==> config.mk <==
export PLATFORM = sky130hd
export DESIGN_NAME = i2c_scl_timebase
export DESIGN_NICKNAME = d
export VERILOG_FILES = /design/src/rtl/scl_timebase_pkg.sv /design/src/rtl/scl_down_stage.sv /design/src/rtl/scl_phase_gen.sv /design/src/rtl/i2c_scl_timebase.sv
export SDC_FILE = /design/constraint.sdc
export NUM_CORES = 1
export LEC_CHECK = 0
export CAP_MARGIN = 20
export CORE_UTILIZATION = 45
export CTS_BUF_LIST = sky130_fd_sc_hd__clkbuf_16
export DETAILED_ROUTE_END_ITERATION = 12
export DONT_BUFFER_PORTS = 1
export HOLD_SLACK_MARGIN = 0.12
export PLACE_DENSITY = 0.7
export SETUP_SLACK_MARGIN = 0.1
export SLEW_MARGIN = 20
export SYNTH_ARGS = -nofsm -noshare
export SYNTH_HDL_FRONTEND = slang
export SYNTH_SLANG_ARGS = --single-unit
export TNS_END_PERCENT = 10
==> constraint.sdc <==
create_clock -name clk -period 2.7 [get_ports clk]
set_clock_uncertainty 0.2 [all_clocks]
set_input_delay 0.27 -clock clk [delete_from_list [all_inputs] [get_ports clk]]
set_output_delay 0.27 -clock clk [all_outputs]
set_load 0.005 [all_outputs]
==> src/rtl/scl_timebase_pkg.sv <==
package scl_timebase_pkg;
  localparam int CTRL_W_DEF = 16;
  localparam int A_LSB_DEF  = 14;
  localparam int A_W_DEF    = 2;
  localparam int B_LSB_DEF  = 8;
  localparam int B_W_DEF    = 6;
  localparam int QUANTA_DEF = 22;

  // clock cycles in one bit-timing quantum for given divider codes
  function automatic int quantum_len(input int a_code, input int b_code);
    return (a_code + 1) * (b_code + 1);
  endfunction

  // clock cycles in one full serial-clock period
  function automatic int scl_period(input int a_code, input int b_code, input int quanta);
    return quanta * quantum_len(a_code, b_code);
  endfunction
endpackage

==> src/rtl/scl_down_stage.sv <==
module scl_down_stage #(
  parameter int W = 2
) (
  input  logic         clk,
  input  logic         rst,
  input  logic         restart,
  input  logic         advance,
  input  logic [W-1:0] reload_val,
  output logic         wrap,
  output logic [W-1:0] count
);
  assign wrap = advance && (count == '0);

  always_ff @(posedge clk) begin
    if (rst)
      count <= '0;
    else if (restart)
      count <= reload_val;
    else if (advance)
      count <= wrap ? reload_val : count - W'(1);
  end
endmodule

==> src/rtl/scl_phase_gen.sv <==
module scl_phase_gen #(
  parameter int QUANTA = 22,
  localparam int HALF = QUANTA / 2,
  localparam int PW = $clog2(QUANTA)
) (
  input  logic          clk,
  input  logic          rst,
  input  logic          clear,
  input  logic          tick,
  output logic          scl,
  output logic          toggle,
  output logic [PW-1:0] phase_cnt
);
  logic at_end;
  assign at_end = (phase_cnt == PW'(QUANTA - 1));
  assign toggle = tick && (at_end || phase_cnt == PW'(HALF - 1));

  always_ff @(posedge clk) begin
    if (rst || clear) begin
      phase_cnt <= '0;
      scl       <= 1'b1;
    end else if (tick) begin
      phase_cnt <= at_end ? '0 : phase_cnt + PW'(1);
      if (toggle) scl <= ~scl;
    end
  end
endmodule

==> src/rtl/i2c_scl_timebase.sv <==
module i2c_scl_timebase
  import scl_timebase_pkg::*;
#(
  parameter int CTRL_W = CTRL_W_DEF,
  parameter int A_LSB  = A_LSB_DEF,
  parameter int A_W    = A_W_DEF,
  parameter int B_LSB  = B_LSB_DEF,
  parameter int B_W    = B_W_DEF,
  parameter int QUANTA = QUANTA_DEF
) (
  input  logic              clk,
  input  logic              rst,
  input  logic              enable,
  input  logic [CTRL_W-1:0] ctrl_word,
  output logic              quantum_tick,
  output logic              scl_phase
);
  localparam int PW = $clog2(QUANTA);

  logic [A_W-1:0] fld_a, div_a_q, reload_a, cnt_a;
  logic [B_W-1:0] fld_b, div_b_q, reload_b, cnt_b;
  logic           carry_a, carry_b, scl_toggle;
  logic [PW-1:0]  phase_cnt;

  assign fld_a = ctrl_word[A_LSB +: A_W];
  assign fld_b = ctrl_word[B_LSB +: B_W];

  // dividers are captured only while idle
  always_ff @(posedge clk) begin
    if (rst) begin
      div_a_q <= '0;
      div_b_q <= '0;
    end else if (!enable) begin
      div_a_q <= fld_a;
      div_b_q <= fld_b;
    end
  end

  assign reload_a = enable ? div_a_q : fld_a;
  assign reload_b = enable ? div_b_q : fld_b;

  scl_down_stage #(.W(A_W)) u_stage_a (
    .clk(clk), .rst(rst), .restart(!enable), .advance(enable),
    .reload_val(reload_a), .wrap(carry_a), .count(cnt_a)
  );

  scl_down_stage #(.W(B_W)) u_stage_b (
    .clk(clk), .rst(rst), .restart(!enable), .advance(carry_a),
    .reload_val(reload_b), .wrap(carry_b), .count(cnt_b)
  );

  assign quantum_tick = carry_b;

  scl_phase_gen #(.QUANTA(QUANTA)) u_phase (
    .clk(clk), .rst(rst), .clear(!enable), .tick(carry_b),
    .scl(scl_phase), .toggle(scl_toggle), .phase_cnt(phase_cnt)
  );
endmodule

==> impl_metrics.ini <==
[critical_path]
crit_start = enable
cp_num_buf_inv = 2
path_class = in -> reg
worst_path_largest_cell_delay_ps = 1200
start_kind = primary input
timing.rr.end = u_phase.phase_cnt[4]
r2r_setup_slack_ps = 690
cp_cell_sequence = dlygate4sd3_1, nand2b_1, a21oi_1, dlygate4sd3_1
cp_slowest_cell = dlygate4sd3_1
crit_arrival_ps = 2360
path_max_fanout = 26
crit_top_cell = dlygate4sd3_1
r2r.worst_path.cells = 6
critPathTopFamily = buffers and inverters
worstPathRequired_ps = 2640
end_kind = flop
timing.rr.start = u_stage_b.count[0]

[sta]
setup_viol = 0
drv_slew = 0
fin_crit_ps = 2422
finalHoldViolCount = 0
rsz0062_at_grt = false
relSlewSlack_pct = 32.71
worst-slew-pin-transition_ps = 1006
tns_ps = 0
fin_crit_sh_pct = 89.70
fin_worst_hold_slack_ps = 143.3
fmax_ghz = 0.4129

[die]
die-area_sq_um = 2724
core_sq_um = 2297
num_io_pins = 21
die_w_microns = 52.19
start_util_pct = 49.35
fp.dieH_microns = 52.19
fp-row-count = 17

[grt]
grt_remaining_overflow = 0
grtUsageTotal_pct = 20.12
busiest_layer = met2
met1_usage_pct = 25.85
grt_max_degree = 27
antenna_found_initial = 0
met2_usage_pct = 31.20
grt_pass1_wl_mm = 3.981
met3_usage_pct = 4.638
grt_pass1_vias = 910

[detailed_routing]
dr.pass1.iters = 4
initialDrtViolationCount = 14
drc = 0
ant_nets = 0
viasPerCell = 5.854
wire_per_inst_microns = 13.68
postRouteWirelength_mm = 2.243
vias = 960

[cts]
cts_root_buf = clkbuf_16
clk_latency_ps = 250
clkTransAtPathRegs_ps = 60
post_cts_buffers = 0
htree_levels = 1
cts_sinks = 22
cts_buffers = 3
cts_buffer_depth = 2
cts_tree = built

[run_status]
status = completed

[yosys]
synth_common_cells = dfxtp_1, nor2_1, a21oi_1, nand2_1, inv_1
synth-edff-count = 0
ys_dominant_reg_cell = dfxtp_1
ys_async_sr_fraction_pct = 0
syn_inst = 131
synth_top_area_cell = dfxtp_1
ys_seq_area_share_pct = 38.85
synth-seq-cells = 22
netlist_area_sq_um = 1134
synth_area_leaders = dfxtp_1, ha_1, a21oi_1
yosysMostFrequentCell = dfxtp_1
synth_cell_types = 41
syn_nets = 155
yosysTopAreaCellShare_pct = 38.85
avgSynthCellArea_sq_um = 8.653
yosysWarnings = 0

[finish]
area_delta_synth_final_pct = 15.34
antenna_cells = 0
fill_cells = 208
regArea_sq_um = 440.4
instances_no_fill = 164
layout-drive-gt1-share_pct = 5.882
multi_input_area_sq_um = 626.9
final_nets = 162

[placement]
gp_congestion = 0.7671
dp.cells = 151
hpwl_mm = 1.463
port_buffers = 0

[power]
p_leak_nw = 0.4989
power.density_nw_per_um2 = 613.9
peakVddDrop_mv = 0.3754

[hold_path]
hold_path_end = u_stage_b.count[5]
min_path_type = in -> reg
min_from = enable
whs_path_depth = 2

[job]
cap_violations = 0
==> registers in the layout, indices dropped and copies added, names as in the netlist <==
name and count:
div_a_q 2, div_b_q 6, u_phase.phase_cnt 5, u_phase.scl 1, u_stage_a.count 2, u_stage_b.count 6
==> cells in the final DEF, fill, tap and decap left out, types with 4 or more instances in the layout <==
cell type / instances
and3_1: 4
nor2_1: 16
a21oi_1: 12
dlygate4sd3_1: 10
ha_1: 5
mux2i_1: 4
nand2_1: 10
dfxtp_1: 22
inv_1: 6
==> what timing repair did <==
item / CTS / global route
hold buffers: 10 / 0
resized for setup: 0 / 0
endpoints found under the hold margin: 20 / 0
==> kinds of logic after synthesis <==
| group | share of synthesized area [%] |
|---|---|
| AND/OR/NAND/NOR | 26.49 |
| AO/OA/AOI/OAI | 16.67 |
| multiplexers | 3.532 |
| buffers and inverters | 5.849 |
| adder cells (fa/ha/maj) | 5.519 |
| XOR/XNOR | 3.091 |
| flip-flops | 38.85 |
==> through the flow <==
step	setup slack (ps)	total power [W]	area, sq um	util (%)
6_report	278.1	0.0008026	1308	56.92
2_1_floorplan	856.1	0.0004662	1134	-
4_1_cts	315.0	0.0008083	1308	56.92
5_1_grt	129.8	0.0008423	1308	56.92
3_3_place_gp	769.4	0.0004713	1132	49.29
3_5_place_dp	723.3	0.0004752	1132	49.29
==> how the worst max path moves through the flow <==
stage,cells past startpoint,to,slack [ps]
global placement,6,u_stage_b.count[1],770
detailed placement,6,u_phase.phase_cnt[4],720
floorplan,8,u_stage_b.count[5],860
global route,4,u_stage_a.count[0],130
finish,4,div_a_q[0],280
CTS,4,div_a_q[0],310
==> per-layer routing <==
layer	routed length (microns)	part of all wire [%]
met5	0	0
met4	40	1.8
met3	104	4.6
met2	1037	46
met1	1060	47
==> power by group <==
group          switching [W]  internal [W]
sequential         0.0000150      0.000344
clock               0.000115      0.000196
combinational      0.0000759     0.0000570
==> cell type report <==
cell class	count	share of cell area, %
repair buffers	11	8.230
clock buffers	3	5.742
inverters	6	1.722
well taps	28	2.679
multi-input cells	94	47.94
flip-flops and latches	22	33.68
Note: power is estimated with default switching activity, not from simulation.
